## src/rtl/mbox_pkg.sv

```systemverilog
// Package: shared types for the command mailbox.
// Assumes every strobe is synchronous to the block clock.
package mbox_pkg;

    // Events that act on the command slot in one clock.
    typedef struct packed {
        logic wr;        // qualified main-side write this cycle
        logic clr;       // clear request this cycle
        logic rd_start;  // first cycle of a sound-side read
    } slot_ev_t;

    localparam int unsigned MBOX_BYTE_W = 8;

endpackage

```

## src/rtl/mbox_strobe_edge.sv

```systemverilog
// Module: mbox_strobe_edge
// Registers a level strobe and reports its rising and falling cycles.
// Assumes the strobe is synchronous. rise/fall are combinational from
// the current level and the registered copy.
module mbox_strobe_edge (
    input  logic clk,
    input  logic rst_n,
    input  logic lvl,
    output logic rise,
    output logic fall
);

    logic lvl_q;

    // Keep last cycle's level of the strobe.
    always_ff @(posedge clk) begin
        if (!rst_n) lvl_q <= 1'b0;
        else        lvl_q <= lvl;
    end

    assign rise = lvl & ~lvl_q;
    assign fall = ~lvl & lvl_q;

endmodule

```

## src/rtl/mbox_cmd_slot.sv

```systemverilog
// Module: mbox_cmd_slot
// Holds the command byte, its pending mark and the notify pulse.
// Priority inside one cycle: write over clear, write over read-start.
// Assumes wr_fall marks the first cycle after a qualified write ended.
module mbox_cmd_slot
    import mbox_pkg::*;
#(
    parameter int unsigned W = MBOX_BYTE_W
) (
    input  logic         clk,
    input  logic         rst_n,
    input  slot_ev_t     ev,
    input  logic         wr_fall,
    input  logic [W-1:0] din,
    output logic [W-1:0] cmd,
    output logic         pending,
    output logic         notify
);

    // Command register: write wins, otherwise clear empties it.
    always_ff @(posedge clk) begin
        if (!rst_n)      cmd <= '0;
        else if (ev.wr)  cmd <= din;
        else if (ev.clr) cmd <= '0;
    end

    // Pending mark: set by write, dropped by clear or read start.
    always_ff @(posedge clk) begin
        if (!rst_n)                       pending <= 1'b0;
        else if (ev.wr)                   pending <= 1'b1;
        else if (ev.clr || ev.rd_start)   pending <= 1'b0;
    end

    // Notify: one registered pulse after the write strobe ends.
    always_ff @(posedge clk) begin
        if (!rst_n) notify <= 1'b0;
        else        notify <= wr_fall;
    end

    p_write_wins_r7: assert property (@(posedge clk) disable iff (!rst_n)
        ev.wr |=> (pending && cmd == $past(din)));

    p_clear_empties_r6: assert property (@(posedge clk) disable iff (!rst_n)
        (ev.clr && !ev.wr) |=> (cmd == '0 && !pending));

    p_read_drops_mark_r5: assert property (@(posedge clk) disable iff (!rst_n)
        (ev.rd_start && !ev.wr) |=> !pending);

    p_read_loses_r8: assert property (@(posedge clk) disable iff (!rst_n)
        (ev.rd_start && ev.wr) |=> pending);

    p_notify_single_r4: assert property (@(posedge clk) disable iff (!rst_n)
        notify |=> !notify);

endmodule

```

## src/rtl/mbox_reply_slot.sv

```systemverilog
// Module: mbox_reply_slot
// Stores the sound-side reply byte until the next sound write.
// Assumes the write strobe is qualified by the sound-side decoder.
module mbox_reply_slot #(
    parameter int unsigned W = 8
) (
    input  logic         clk,
    input  logic         rst_n,
    input  logic         wr,
    input  logic [W-1:0] din,
    output logic [W-1:0] reply
);

    // Reply register: loads on each sound write.
    always_ff @(posedge clk) begin
        if (!rst_n)  reply <= '0;
        else if (wr) reply <= din;
    end

    p_reply_holds_r9: assert property (@(posedge clk) disable iff (!rst_n)
        !wr |=> $stable(reply));

    p_reply_loads_r9: assert property (@(posedge clk) disable iff (!rst_n)
        wr |=> reply == $past(din));

endmodule

```

## src/rtl/sndcmd_mailbox.sv

```systemverilog
// Module: sndcmd_mailbox (top)
// One-byte command mailbox from a 16-bit main CPU (upper byte lane
// only) to an 8-bit sound CPU, with a reply byte going back.
// Assumes pre-decoded, clock-synchronous select strobes.
module sndcmd_mailbox
    import mbox_pkg::*;
#(
    parameter int unsigned BYTE_W   = MBOX_BYTE_W,
    parameter int unsigned STAT_POS = BYTE_W - 1
) (
    input  logic              clk,
    input  logic              rst_n,
    input  logic              host_wr_stb,
    input  logic              host_ube,
    input  logic [BYTE_W-1:0] host_d_hi,
    input  logic              host_rd_sel,
    input  logic              host_stat_sel,
    output logic [BYTE_W-1:0] host_q_hi,
    input  logic              snd_rd_stb,
    input  logic              snd_wr_stb,
    input  logic [BYTE_W-1:0] snd_din,
    output logic [BYTE_W-1:0] snd_dout,
    input  logic              cmd_clr,
    output logic              sndcmd_notify
);

    localparam logic [BYTE_W-1:0] ZERO_B = '0;

    logic              wr_act;
    logic              wr_rise_unused;
    logic              wr_fall;
    logic              rd_rise;
    logic              rd_fall_unused;
    slot_ev_t          ev;
    logic [BYTE_W-1:0] cmd_q;
    logic              pend_q;
    logic [BYTE_W-1:0] reply_q;
    logic [BYTE_W-1:0] stat_b;

    assign wr_act = host_wr_stb & host_ube;

    mbox_strobe_edge u_wr_edge (
        .clk   (clk),
        .rst_n (rst_n),
        .lvl   (wr_act),
        .rise  (wr_rise_unused),
        .fall  (wr_fall)
    );

    mbox_strobe_edge u_rd_edge (
        .clk   (clk),
        .rst_n (rst_n),
        .lvl   (snd_rd_stb),
        .rise  (rd_rise),
        .fall  (rd_fall_unused)
    );

    // Gather this cycle's slot events.
    always_comb begin
        ev.wr       = wr_act;
        ev.clr      = cmd_clr;
        ev.rd_start = rd_rise;
    end

    mbox_cmd_slot #(.W(BYTE_W)) u_cmd (
        .clk     (clk),
        .rst_n   (rst_n),
        .ev      (ev),
        .wr_fall (wr_fall),
        .din     (host_d_hi),
        .cmd     (cmd_q),
        .pending (pend_q),
        .notify  (sndcmd_notify)
    );

    mbox_reply_slot #(.W(BYTE_W)) u_reply (
        .clk   (clk),
        .rst_n (rst_n),
        .wr    (snd_wr_stb),
        .din   (snd_din),
        .reply (reply_q)
    );

    // Status byte: pending mark at its fixed bit, all else zero.
    always_comb begin
        stat_b           = ZERO_B;
        stat_b[STAT_POS] = pend_q;
    end

    // Main-side read mux: status over reply, zero when idle.
    always_comb begin
        if (host_stat_sel)    host_q_hi = stat_b;
        else if (host_rd_sel) host_q_hi = reply_q;
        else                  host_q_hi = ZERO_B;
    end

    // Sound-side read data: the command while reading, else zero.
    assign snd_dout = snd_rd_stb ? cmd_q : ZERO_B;

    p_lower_lane_ignored_r3: assert property (@(posedge clk) disable iff (!rst_n)
        (host_wr_stb && !host_ube && !cmd_clr) |=> $stable(cmd_q));

    p_notify_timing_r4: assert property (@(posedge clk) disable iff (!rst_n)
        sndcmd_notify |-> ($past(host_wr_stb && host_ube, 2)
                           && !$past(host_wr_stb && host_ube, 1)));

    p_status_one_bit_r10: assert property (@(posedge clk) disable iff (!rst_n)
        host_stat_sel |-> ($countones(host_q_hi) <= 1));

endmodule

```

## config.mk

```make
export PLATFORM = sky130hd
export DESIGN_NAME = sndcmd_mailbox
export DESIGN_NICKNAME = d
export VERILOG_FILES = /design/src/rtl/mbox_pkg.sv /design/src/rtl/mbox_strobe_edge.sv /design/src/rtl/mbox_cmd_slot.sv /design/src/rtl/mbox_reply_slot.sv /design/src/rtl/sndcmd_mailbox.sv
export SDC_FILE = /design/constraint.sdc
export NUM_CORES = 1
export LEC_CHECK = 0
export BUFFER_PORTS_ARGS = -buffer_cell sky130_fd_sc_hd__buf_2
export CAP_MARGIN = 20
export CORE_ASPECT_RATIO = 1.1
export CORE_MARGIN = 5
export CORE_UTILIZATION = 40
export DETAILED_ROUTE_END_ITERATION = 8
export PLACE_DENSITY = 0.83
export SLEW_MARGIN = 25
export SYNTH_ARGS = -nofsm -noshare
export SYNTH_HDL_FRONTEND = slang
export SYNTH_SLANG_ARGS = --single-unit
export TNS_END_PERCENT = 5
```

## constraint.sdc

```tcl
create_clock -name clk -period 0.9 [get_ports clk]
set_input_delay 0.09 -clock clk [delete_from_list [all_inputs] [get_ports clk]]
set_output_delay 0.09 -clock clk [all_outputs]
set_load 0.005 [all_outputs]
```

# == Yosys cells after proc, flatten, opt, wreduce, memory -nomap -nowiden ==
# Index checks and enable logic that the tools add are counted.
# classes
n_reduce_logical,3
bitwise,5
mux,7
# ops
cell,n
$mux 8,5
$reduce_bool 2->1,2
$and 1x1->1,3
$mux 1,2
$not 1->1,2
$logic_or 1x1->1,1
# totals
register_bits,20
out_inout_bits,17
inputBits,25
elab_cells,21

# == Logic depth before layout (Yosys ltp) ==
# depth
ltp_word,5
depth_mapped,3
mapped_depth_nobuf,2

# == Hierarchy ==
# A second synthesis with hierarchy kept.
# unflattened
hier_cells,91
area_unflattened_um2,904.6
# modules_own_cells
module,seq_area_each_um2,cells_per_inst,area_each_um2,instances
mbox_cmd_slot,200.2,40,402.9,1
mbox_reply_slot,160.2,25,301.5,1
sndcmd_mailbox,0.0,18,122.6,1
mbox_strobe_edge,20.0,4,38.8,2

# == Worst setup path before layout ==
# No wires, ideal clock.
# synth_timing
path_type,register -> register
startpoint,reg u_rd_edge.lvl_q
endpoint,reg u_cmd.pending
path_stages_with_launch,3
arrival_time_ns,0.587
t_required_ns,0.785
n_path_buf,0
path_slack_ns,0.197
period_less_slack_ns,0.703
setup_ns,0.115
path_cell_list,dfxtp_1 > nand2b_1 > a31o_1
# synth_between
elab_chain_cells,4
# synth_rtl
element,line_no,source
from (decl),mbox_strobe_edge.sv:13,logic lvl_q;
from (signal assigned),mbox_strobe_edge.sv:18,else lvl_q <= lvl;
$not 1->1,mbox_strobe_edge.sv:21,assign rise = lvl & ~lvl_q;
$and 1x1->1,mbox_strobe_edge.sv:21,
$logic_or 1x1->1,mbox_cmd_slot.sv:31,else if (ev.clr || ev.rd_start) pending <= 1'b0;
$reduce_bool 2->1 (no line),-,
to (signal assigned),mbox_cmd_slot.sv:29,if (!rst_n) pending <= 1'b0;
to (signal assigned),mbox_cmd_slot.sv:30,else if (ev.wr) pending <= 1'b1;
to (signal assigned),mbox_cmd_slot.sv:31,
to (decl),mbox_cmd_slot.sv:16,"output logic pending,"
# Every way passes these cells.
# A chain may end at the register's enable or synchronous reset.

# == Worst setup path in the final report ==
# layout_timing
startpoint,reg u_reply.reply[7]
endpoint,out host_q_hi[7]
# layout_between
elab_chain_cells,2
# layout_rtl
element,line_no,source
from (decl),mbox_reply_slot.sv:11,output logic [W-1:0] reply
from (signal assigned),mbox_reply_slot.sv:17,else if (wr) reply <= din;
$mux 8,sndcmd_mailbox.sv:93,else if (host_rd_sel) host_q_hi = reply_q;
$mux 8,sndcmd_mailbox.sv:92,if (host_stat_sel) host_q_hi = stat_b;
to (decl),sndcmd_mailbox.sv:18,"output logic [BYTE_W-1:0] host_q_hi,"
# Every way passes these cells.

==> impl_metrics.ini <==
[clock_tree]
cts.path.max_buffers = 2
clock_insertion_delay_worst_skew_ps = 290
cts.reportedPaths.clkPinSlew_ps = 100
clock-root-buffer = sky130_fd_sc_hd__clkbuf_4
tritoncts_clock_tree = done
cts_post_setup_buffers_inserted = 0
cts.sinks = 20
tritoncts_buffer_count = 3
number_of_h_tree_branching_levels = 1

[synth]
post_synth.cell_area_avg_um2 = 10.99
ys_warn_count = 0
yosys.area_share.simple_pct = 25.23
ys_seq_elements = 20
synth.area.mux_share_pct = 9.846
yosysSeqAreaShare_pct = 49.23
synth.area.top_cells = sky130_fd_sc_hd__dfxtp_1, sky130_fd_sc_hd__and2_1, sky130_fd_sc_hd__a32o_1
yosys.area_share.adder_pct = 0
synth-compound-area-share_pct = 11.54
synth-xor-area-share_pct = 0
synth_nets = 99
synth_top_family_by_area = simple AND/OR/NAND/NOR gates
cell_taking_the_most_area_after_synthesis = sky130_fd_sc_hd__dfxtp_1
syn_inst = 74
yosysTopAreaCellShare_pct = 49.23
mappedNetlistArea_um2 = 813.3
synth_cell_type_count = 15

[global_route]
grt.met1_usage_pct = 15.46
grt_start_max_net_pins = 12
grt_use_met3_pct = 3.394
grt-ovfl-total = 0
number_of_global_route_vias_before_repair = 696
grt_antenna_before_repair = 0
grt_use_met2_pct = 21.10
gr-max-usage-layer = met2
grt.total_usage_pct = 12.66
grt_first_pass_wirelength_um = 2932

[final_layout]
fin_nets = 149
number_of_antenna_repair_diodes = 0
layout-area-overhead-vs-synth_pct = 48.15
drive_above_1_share_pct = 54.47

[critical_path]
timing.critical_path.required_ps = 810
timing.critical_path.to_type = output port
cp_top_family = flip-flops
critical_path.max_stage_delay_ps = 350
worst_path_max_delay_cell = sky130_fd_sc_hd__dfxtp_2
critPathBufInv = 1
worstPathArrival_ps = 910
timing.critical_path.cells = nand2_2, o21ai_1, buf_2
crit_fanout = 2
path_class = register to output port
crit_path_start_kind = register

[drt]
antenna_violating_nets_post_route = 0
finalWirelength_um = 1865
post-route-drc-count = 0
via_count = 709
detail_route.iter0.violations = 3
viasPerCell = 4.695
wire_per_inst_um = 12.35
detailedRoute.firstPassIterationCount = 4

[sta]
clock_skew_ps = 0.06339
fmaxAchievable_mhz = 1003
normalized_max_slew_margin_pct = 79.87
setup_ws_ps = -96.78
fin_setup_tns_ps = -835.1
rsz0062_at_grt = yes
fin_crit_ps = 996.8
hold_violations = 0
setup_violation_total_in_the_final_timing_report = 16
worst_max_slew_pin_slew_ps = 301.3
finalCritPeriodShare_pct = 110.8
timing_max_transition_violations_final = 0

[outcome]
outcome = complete, but fails checks
violations = negative setup slack

[placed_design]
post_placement_setup_slack_ps = 28.16
io_buffer_count = 41
hpwlAfterDp_um = 1353
gp_congestion = 0.6329

[power_and_ir_drop]
pwr_dens_nw_per_um2 = 1395
vdd_ir_drop_max_uv = 983.8
p_leak_nw = 0.5800

[floorplan]
core_rows = 17
dieHeight_um = 57.29
floorplan.initialDensity_pct = 41.11
full_die_area_um2 = 3036
core_area_um2 = 1978
die_w_um = 52.99
pin_count = 42

[hold_path]
holdCritPathClass = input port to register

[flow_run]
max-cap-violations = 0
## worst paths after layout
path                          from       endpoint  slack (ps)  cells after the start
hold reg to reg    u_wr_edge.lvl_q   u_cmd.notify         460                      1
setup reg to reg   u_rd_edge.lvl_q  u_cmd.pending         160                      2
hold / removal        host_d_hi[6]   u_cmd.cmd[6]          20                      2
setup / recovery  u_reply.reply[7]   host_q_hi[7]        -100                      3
## synth_stat cells
| master | number |
|---|---|
| sky130_fd_sc_hd__nand2_1 | 3 |
| sky130_fd_sc_hd__nor2b_1 | 9 |
| sky130_fd_sc_hd__nand2b_1 | 1 |
| sky130_fd_sc_hd__buf_6 | 2 |
| sky130_fd_sc_hd__nor2b_4 | 1 |
| sky130_fd_sc_hd__mux2i_1 | 8 |
| sky130_fd_sc_hd__and3_1 | 1 |
| sky130_fd_sc_hd__o21ai_0 | 1 |
| sky130_fd_sc_hd__buf_4 | 1 |
| sky130_fd_sc_hd__dfxtp_1 | 20 |
| sky130_fd_sc_hd__clkbuf_1 | 1 |
| sky130_fd_sc_hd__and3_4 | 1 |
| sky130_fd_sc_hd__and2_1 | 16 |
| sky130_fd_sc_hd__a31o_1 | 1 |
| sky130_fd_sc_hd__a32o_1 | 8 |
## registers in the layout, summed over array words and instances, names as in the netlist
name / count
u_reply.reply: 8
u_cmd.cmd: 8
u_cmd.notify: 1
u_cmd.pending: 1
u_rd_edge.lvl_q: 1
u_wr_edge.lvl_q: 1
## report_power, final
part	internal [W]	switching, W
registers	0.000931	0.0000182
clock network	0.000246	0.000254
logic	0.000139	0.0000939
## layout make-up
cell class                 instances  area (um^2)
clock buffer                       4        36.28
timing repair buffer              49        320.3
sequential                        20        414.1
multi-input combinational         50        399.1
tap                               28        35.03
fill                             178        773.2
## cells in the final DEF (no fill, tap or decap), drive strengths merged, types with 2 or more instances in the layout
master	instances
and3	2
and2	16
mux2i	8
nand2	3
dlygate4sd3	7
nor2b	10
a32o	8
clkbuf	4
buf	42
dfxtp	20
## cell families after synthesis
| logic type | count (synthesis) |
|---|---|
| buffers and inverters | 4 |
| AO/OA/AOI/OAI | 10 |
| AND/OR/NAND/NOR | 32 |
| multiplexers | 8 |
| flip-flops | 20 |
## repair_timing
action,CTS,global route
setup endpoints to repair,16,16
resized for setup,3,23
endpoints found under the hold margin,7,0
hold buffers,7,0
## through the flow
| step | std cells | instance area [um^2] | power, W | hold WS [ps] | util, % |
|---|---|---|---|---|---|
| final | 151 | 1205 | 0.001681 | 23.21 | 60.91 |
| after global routing | 151 | 1205 | 0.001788 | 9.894 | 60.91 |
| after CTS | 151 | 1136 | 0.001698 | 8.785 | 57.43 |
| after detailed placement | 140 | 1027 | 0.001158 | 305.6 | 51.93 |
| after global placement | 140 | 1027 | 0.001149 | 300.7 | 51.93 |
| after floorplan | 74 | 813.3 | 0.001068 | 211.7 | - |
## per-layer routing
metal	share of wire, %	routed length [um]
met1	41	768
met2	48	901
met3	10	195
met4	0	0
met5	0	0
Note: power is estimated with default switching activity, not from simulation.
